===== src/rtl/gp_regfile.sv =====
module gp_regfile #(
  parameter int W = 4,
  parameter int N = 4,
  localparam int AW = $clog2(N),
  localparam int FW = AW + 1,
  localparam int CW = 3 * FW
) (
  input  logic          clk,
  input  logic          rst,
  input  logic          ph_rd,
  input  logic          ph_wr,
  input  logic [CW-1:0] cmd,
  input  logic [W-1:0]  res,
  output logic [W-1:0]  opa,
  output logic [W-1:0]  opb
);

  logic [FW-1:0] fw, fa, fb;
  assign fw = cmd[3*FW-1 -: FW];
  assign fa = cmd[2*FW-1 -: FW];
  assign fb = cmd[FW-1:0];

  logic          we, ea, eb;
  logic [AW-1:0] wa, aa, ab;
  assign we = fw[AW];
  assign ea = fa[AW];
  assign eb = fb[AW];
  assign wa = fw[AW-1:0];
  assign aa = fa[AW-1:0];
  assign ab = fb[AW-1:0];

  logic [N-1:0] sel_w, sel_a, sel_b;
  logic [N-1:0][W-1:0] mem;

  genvar i;
  generate
    for (i = 0; i < N; i++) begin : g_dec
      assign sel_w[i] = we & ph_wr & (wa == AW'(i));
      assign sel_a[i] = ea & ph_rd & (aa == AW'(i));
      assign sel_b[i] = eb & ph_rd & (ab == AW'(i));
    end
  endgenerate

  always_ff @(posedge clk) begin
    for (int k = 0; k < N; k++) begin
      if (rst) mem[k] <= '0;
      else if (sel_w[k]) mem[k] <= res;
    end
  end

  always_comb begin
    opa = '0;
    opb = '0;
    for (int k = 0; k < N; k++) begin
      opa = opa | (mem[k] & {W{sel_a[k]}});
      opb = opb | (mem[k] & {W{sel_b[k]}});
    end
  end

  a_r4_quiet_a: assert property (@(posedge clk) disable iff (rst)
    !(ph_rd && ea) |-> opa == '0);
  a_r4_quiet_b: assert property (@(posedge clk) disable iff (rst)
    !(ph_rd && eb) |-> opb == '0);
  a_r5_read_a: assert property (@(posedge clk) disable iff (rst)
    (ph_rd && ea) |-> opa == mem[aa]);
  a_r5_read_b: assert property (@(posedge clk) disable iff (rst)
    (ph_rd && eb) |-> opb == mem[ab]);
  a_r3_capture: assert property (@(posedge clk) disable iff (rst)
    (ph_wr && we) |=> mem[$past(wa)] == $past(res));
  a_r6_hold: assert property (@(posedge clk) disable iff (rst)
    !(ph_wr && we) |=> $stable(mem));

endmodule


===== config.mk =====
export PLATFORM = sky130hd
export DESIGN_NAME = gp_regfile
export DESIGN_NICKNAME = d
export VERILOG_FILES = /design/src/rtl/gp_regfile.sv
export SDC_FILE = /design/constraint.sdc
export NUM_CORES = 1
export LEC_CHECK = 0
export CORE_ASPECT_RATIO = 0.75
export CORE_MARGIN = 4
export CORE_UTILIZATION = 41
export CTS_BUF_LIST = sky130_fd_sc_hd__clkbuf_16
export CTS_CLUSTER_DIAMETER = 80
export DETAILED_ROUTE_END_ITERATION = 10
export GPL_TIMING_DRIVEN = 0
export PLACE_DENSITY = 0.69
export SLEW_MARGIN = 20
export SYNTH_ARGS = -nofsm -noshare
export SYNTH_HDL_FRONTEND = slang
export SYNTH_SLANG_ARGS = --single-unit

===== constraint.sdc =====
create_clock -name clk -period 1.2 [get_ports clk]
set_input_delay 0.24 -clock clk [delete_from_list [all_inputs] [get_ports clk]]
set_output_delay 0.24 -clock clk [all_outputs]
set_load 0.05 [all_outputs]

# ---- Word-level counts from Yosys, hierarchy flattened
# Index checks and enable logic that the tools add are counted.
dict set report classes {
  n_bitwise 29
  n_reduce_logical 3
  eq_ne 9
}
# cell n
set ops {}
lappend ops {{$and 4x4->4} 8}
lappend ops {{$or 4x4->4} 6}
lappend ops {{$and 1x1->1} 15}
lappend ops {{$eq 2x2->1 const B} 6}
lappend ops {{$eq 2x1->1 const B} 3}
lappend ops {{$logic_not 2->1} 3}
dict set report word_totals {
  in_bits 17
  word_cells 45
  output_inout_bits 8
  regBits 16
}

# ---- Depth between registers and ports, before layout
# Gate-level depths: netlist of the first run.
dict set report logic_depth {
  depth_word 6
  depth_mapped 3
  depth_no_buf 2
}

# ---- Worst setup path after synthesis of the first run
# OpenSTA, ideal clock, no wires.
dict set report synth_path {
  kind {register -> output}
  start {register mem[8] (netlist name)}
  end {output port opa[0]}
  t_required_ns 0.960
  stages_incl_launch_ff 3
  path_buffers 0
  arrival_ns 1.120
  setup_slack_ns -0.160
  path_cell_list {dfxtp_1 -> mux4_1 -> and3_1}
}
dict set report synth_between {
  elab_chain_cells 3
}
# element line
set synth_rtl {}
lappend synth_rtl {{from (decl)} 33} ;# logic [N-1:0][W-1:0] mem;
lappend synth_rtl {{from (signal, indexed assignment)} 47} ;# else if (sel_w[k]) mem[k] <= res;
lappend synth_rtl {{$and 4x4->4} 55} ;# opa = opa | (mem[k] & {W{sel_a[k]}});
lappend synth_rtl {{$or 4x4->4 (2 in series)} 55}
lappend synth_rtl {{to (decl)} 14} ;# output logic [W-1:0] opa,
# No other way between the ends.

# ---- Final worst setup path of the first run
dict set report layout_path {
  start {register mem[14] (netlist name)}
  end {output port opb[2]}
}
dict set report layout_between {
  elab_chain_cells 2
}
# element line
set layout_rtl {}
lappend layout_rtl {{$and 4x4->4} 56} ;# opb = opb | (mem[k] & {W{sel_b[k]}});
lappend layout_rtl {{$or 4x4->4} 56}
lappend layout_rtl {{to (decl)} 15} ;# output logic [W-1:0] opb
# No other way between the ends.

==> impl_metrics.csv, run 1 <==
group,metric,value,unit
outcome,status,"complete, but fails checks",
outcome,violations,"negative setup slack",
critical_path,critPathLaunchType,"register",
layout,regMostFlops,"mem",
power,ir_drop,768.3,uV
critical_path,worst_ep_required_time,960,ps
floorplan,num_rows,14,
clock_network,cts-root-buf,"clkbuf_16",
placed_design,io_buffers,23,
power,comb_power_share,0.124,
layout,largestRegisters,"mem x16",
grt,grtUsageTotal,0.1361,
power,p_switching,0.0002726,W
layout,final_nets,122,
critical_path,end_kind,"output port",
power,p_leak,0.5666,nW
power,pwr-share-seq,0.409,
sta,clock_skew,0,ps
grt,grt_pass1_vias,683,
sta,fin_crit_sh,1.319,
floorplan,die_h,49.07,um
floorplan,start_util,0.4461,
sta,setup_viol,8,
logic_synthesis,ys_seq_area_frac,0.3474,
clock_network,clkSinkCount,16,
job,cap_violations,0,
placed_design,placed_area,1222,um2
clock_network,cts.htree.levels,1,
power,power_density,1011,nW/um2
power,p_int,0.001086,W
sta,worst_slew_pin_slew,340.0,ps
layout,final_cell_area,1344,um2
sta,setup_slack,-383.3,ps
sta,period_needed,1583,ps
floorplan,core_area,2067,um2
logic_synthesis,syn-num-nets,93,
detailed_routing,wl,2032,um
detailed_routing,first_pass_iters,4,
clock_network,hold_buffers,0,
sta,hold_violations,0,
detailed_routing,drtAntennaViolNets,0,
min_path,hp-class,"reg -> reg",
grt,grt_pass1_wl,3249,um
logic_synthesis,avgSynthCellArea,12.13,um2
critical_path,path_class,"reg -> out",
floorplan,fp.dieArea,3080,um2
logic_synthesis,yosys_warnings,0,
grt,grt-ovfl-total,0,
power,switching_share,0.2006,
floorplan,die_width,62.76,um
detailed_routing,vias,701,
clock_network,path_clk_slew,50,ps
placed_design,routabilityCongestion,0.7566,
logic_synthesis,synth-seq-cells,16,
grt,antenna_found_initial,0,
clock_network,clkLatencyLatePin,240,ps
floorplan,num_io_pins,25,
grt,grt_start_max_net_pins,11,
placed_design,dpl.hpwl,1540,um
clock_network,cts_buffer_depth,2,
detailed_routing,wl_per_cell,15.88,um
detailed_routing,drtIter0Drc,14,
layout,drive_above_1_share,0.4423,
critical_path,critPathMaxFanout,3,
clock_network,cts_tree,"done",
power,p_clk_frac,0.467,
power,total_power,0.001359,W
sta,rsz0062_at_grt,"yes",
detailed_routing,drcViolationCount,0,
critical_path,arrival,1340,ps
layout,largest_register_ffs,16,
layout,diodes,0,
sta,slew_viol_final,0,
detailed_routing,vias_per_cell,5.477,
logic_synthesis,netlist-cell-type-count,10,
layout,area_growth,45.73,%
clock_network,cts-buffers-inserted,3,
sta,maxSlewHeadroom,0.7733,
logic_synthesis,syn-cell-area,922.1,um2
logic_synthesis,syn_inst,76,
sta,max_freq,631.6,MHz
-- cell families (layout without fill, tap and decap cells) --
kind of cell  Yosys count  after routing  synth area share
simple gates           33             33            0.2388
mux                    24             24            0.4016
flops                  16             16            0.3474
buf+inv                 3             31           0.01221
-- cell usage in the layout (no fill, tap or decap), types with 2 or more instances in the layout --
| cell type | Yosys | final |
|---|---|---|
| mux2i_1 | 16 | 16 |
| dfxtp_2 | 0 | 12 |
| clkdlybuf4s15_2 | 0 | 4 |
| and3_4 | 0 | 8 |
| clkdlybuf4s50_1 | 0 | 11 |
| dfxtp_1 | 16 | 4 |
| clkbuf_16 | 0 | 3 |
| buf_4 | 0 | 2 |
| nand4b_1 | 2 | 2 |
| mux4_2 | 0 | 8 |
| clkbuf_1 | 3 | 2 |
| buf_8 | 0 | 7 |
| nand2b_1 | 20 | 20 |
-- final timing paths --
check	startpoint	to	slack, ps	cells past startpoint
worst max-delay path	mem[14]	opb[2]	-380	3
worst min-delay path	mem[15]	mem[15]	480	2
worst max register to register	mem[9]	mem[9]	590	2
worst min register to register	mem[15]	mem[15]	480	2
-- stage by stage --
step	utilization	worst slack (ps)	setup TNS, ps	hold slack (ps)	cells
final	0.6501	-383.3	-2941	481.3	128
after global routing	0.6501	-422.0	-3171	509.5	128
after CTS	0.6429	-382.3	-2971	485.4	127
after detailed placement	0.5914	-1289	-13670	484.0	123
after global placement	0.5914	-1316	-13510	470.0	123
after floorplan	-	-29.89	-239.1	452.1	76
-- timing repair --
action	CTS	global route
setup buffers	1	1
pin swaps	1	0
gates resized for setup	93	3
endpoints found under the setup margin	16	16
-- routing by layer --
layer,part of all wire,GRT usage,wire (um),vias to the layer above
li1,-,-,-,342
met5,0,0,0,-
met1,0.50,0.1782,1014,328
met3,0.060,0.04147,121,2
met4,0.0049,0.03297,10,0
met2,0.44,0.2195,885,29
-- power groups by stage --
| stage | logic (W) | clock network, W | registers, W |
|---|---|---|---|
| final | 0.000169 | 0.000635 | 0.000555 |
| after global routing | 0.000181 | 0.000679 | 0.000556 |
| after CTS | 0.000167 | 0.000644 | 0.000554 |
| after detailed placement | 0.000161 | 0 | 0.000563 |
| after global placement | 0.000160 | 0 | 0.000562 |
| after floorplan | 0.0000767 | 0 | 0.000560 |
-- final cells by class --
cell class	count	area [um2]
Buffer	2	7.507
Clock buffer	3	75.07
Clock inverter	1	3.754
Fill cell	172	723.2
Multi-Input combinational cell	57	605.6
Sequential cell	16	335.3
Tap cell	24	30.03
Timing Repair Buffer	25	286.5
-- synth_stat cells (all sizes together) --
cell type	instances	area, um2
and4b	1	10.01
and3	8	50.05
dfxtp	16	320.3
nand4b	2	17.52
clkbuf	3	11.26
mux4	8	210.2
nand4	1	6.260
mux2i	16	160.2
nand2b	20	125.1
nand4bb	1	11.26
-- worst max-delay path, stage by stage, from the launching register on --
cell     delay [ps]
dfxtp_2         320
mux4_2          470
and3_4          170
buf_8           140
Power figures use the tool's default switching activity.
==> run 2: changes to the inputs <==
--- a/config.mk
+++ b/config.mk
@@ -5,14 +5,17 @@
 export SDC_FILE = /design/constraint.sdc
 export NUM_CORES = 1
 export LEC_CHECK = 0
+export ABC_CLOCK_PERIOD_IN_PS = 1200
+export CELL_PAD_IN_SITES_DETAIL_PLACEMENT = 1
+export CELL_PAD_IN_SITES_GLOBAL_PLACEMENT = 1
 export CORE_ASPECT_RATIO = 0.75
 export CORE_MARGIN = 4
-export CORE_UTILIZATION = 41
+export CORE_UTILIZATION = 33
 export CTS_BUF_LIST = sky130_fd_sc_hd__clkbuf_16
 export CTS_CLUSTER_DIAMETER = 80
 export DETAILED_ROUTE_END_ITERATION = 10
 export GPL_TIMING_DRIVEN = 0
-export PLACE_DENSITY = 0.69
+export PLACE_DENSITY = 0.71
 export SLEW_MARGIN = 20
 export SYNTH_ARGS = -nofsm -noshare
 export SYNTH_HDL_FRONTEND = slang
==> run 2 against run 1 <==
The flow still finishes with violations (negative setup slack); register-to-register slack lost 80 ps; die area grew 21%; maximum frequency shrank 0.93%.
==> impl_metrics.csv, run 2 (same netlist as run 1, synthesis figures left out) <==
group,metric,value,unit
outcome,status,"complete, but fails checks",
outcome,violations,"negative setup slack",
sta,setup_tns,-2975,ps
placed_design,io_buffers,23,
power,p_leak,0.5651,nW
sta,worst_slew_pin_slew,349.7,ps
sta,period_needed,1598,ps
clock_network,cts.htree.levels,1,
sta,setup_slack,-398.1,ps
sta,maxSlewHeadroom,0.7669,
clock_network,clkLatencyLatePin,240,ps
critical_path,worst_ep_required_time,960,ps
floorplan,start_util,0.3490,
critical_path,critPathMaxFanout,3,
clock_network,cts-root-buf,"clkbuf_16",
detailed_routing,first_pass_iters,4,
clock_network,cts_tree,"done",
layout,final_util,0.5066,
sta,rsz0062_at_grt,"yes",
power,ir_drop,578.1,uV
min_path,hold_depth,2,
grt,grt-ovfl-total,0,
grt,grt_pass1_vias,774,
layout,diodes,0,
placed_design,dpl.hpwl,1785,um
critical_path,r2r_start,"mem[8]",
floorplan,num_rows,16,
layout,mostFrequentLayoutCell,"nand2b_1",
min_path,hold_end,"mem[14]",
critical_path,path_class,"reg -> out",
grt,grt_start_max_net_pins,11,
sta,slew_viol_final,0,
placed_design,placed_area,1237,um2
sta,clock_skew,0,ps
floorplan,die_width,69.04,um
floorplan,num_io_pins,25,
layout,drive_above_1_share,0.4423,
placed_design,routabilityCongestion,0.7084,
floorplan,core_area,2643,um2
sta,setup_viol,8,
layout,area_growth,45.18,%
grt,antenna_found_initial,0,
grt,grt_pass1_wl,3877,um
detailed_routing,vias_per_cell,5.100,
job,cap_violations,0,
critical_path,critPathLaunchType,"register",
min_path,hp-class,"reg -> reg",
layout,final_cell_area,1339,um2
layout,largest_register_ffs,16,
clock_network,cts-buffers-inserted,3,
sta,max_freq,625.7,MHz
layout,final_nets,123,
detailed_routing,drtIter0Drc,5,
grt,grtUsageTotal,0.1393,
critical_path,arrival,1360,ps
critical_path,rrSetupSlack,510,ps
critical_path,ff2ff_path_depth,3,
clock_network,cts_buffer_depth,2,
detailed_routing,wl,2257,um
sta,hold_violations,0,
power,power_density,1009,nW/um2
detailed_routing,wl_per_cell,16.12,um
detailed_routing,drcViolationCount,0,
layout,largestRegisters,"mem x16",
detailed_routing,drtAntennaViolNets,0,
critical_path,end_kind,"output port",
critical_path,r2r-end,"mem[8]",
layout,regMostFlops,"mem",
detailed_routing,vias,714,
floorplan,die_h,53.78,um
floorplan,fp.dieArea,3713,um2
clock_network,clkSinkCount,16,
sta,fin_crit_sh,1.332,
min_path,min-delay-start,"mem[14]",
clock_network,path_clk_slew,50,ps
layout,final_cell_mix,"20 x nand2b_1, 16 x mux2i_1, 11 x clkdlybuf4s50_1, 11 x dfxtp_2",
[run 2: changes by cell type in the layout (fill, tap and decap cells not counted), sizes merged]
| cell | previous run | this run |
|---|---|---|
| buf | 10 | 12 |
| clkdlybuf4s15 | 4 | 2 |
| clkdlybuf4s18 | 0 | 1 |
| clkinv | 1 | 0 |
[run 2: how the worst max path moves through the flow]
stage / startpoint / endpoint / slack [ps]
after floorplan: mem[8] / opa[0] / -30
after global placement: cmd[1] / opb[0] / -1320
after detailed placement: cmd[1] / opb[1] / -1360
after CTS: mem[13] / opb[1] / -400
after global routing: mem[13] / opb[1] / -420
final: mem[13] / opb[1] / -400
[run 2: repair_timing]
action / CTS / global route
pin swaps: 1 / 1
setup buffers: 2 / 1
gates resized for setup: 92 / 2
hold buffers: 0 / 0
setup endpoints to repair: 16 / 16
[run 2: per-layer routing]
| layer | wire length (um) | share of wire | track usage | up-vias |
|---|---|---|---|---|
| met5 | 0 | 0 | 0 | - |
| met4 | 22 | 0.0097 | 0.06818 | 0 |
| met3 | 123 | 0.054 | 0.03358 | 4 |
| met2 | 1008 | 0.45 | 0.2389 | 25 |
| met1 | 1102 | 0.49 | 0.1682 | 342 |
| li1 | - | - | - | 343 |
[run 2: stage by stage]
step / power, W / setup WS [ps] / cells / hold slack (ps)
finish: 0.001351 / -398.1 / 140 / 485.4
global placement: 0.0007227 / -1322 / 135 / 470.5
global route: 0.001414 / -418.4 / 140 / 509.6
floorplan: 0.0006363 / -29.89 / 76 / 452.1
CTS: 0.001373 / -404.4 / 139 / 486.6
detailed placement: 0.0007283 / -1360 / 135 / 481.2
[run 2: power by group]
group | switching [W] | total, W | internal, W
clock network | 0.000189 | 0.000625 | 0.000436
registers | 0.00000952 | 0.000556 | 0.000546
logic | 0.0000721 | 0.000170 | 0.0000981
[run 2: cell type report]
cell class                      instances  area, um2
Clock buffer                            3      75.07
Timing Repair Buffer                   26      271.5
Tap cell                               36      45.04
Fill cell                             289       1304
Buffer                                  2      7.507
Multi-Input combinational cell         57      605.6
Sequential cell                        16      334.1
[run 2: worst max-delay path: stages (launching register included)]
cell and delay, ps:
dfxtp_2 330, mux4_2 480, and3_4 170, buf_6 140
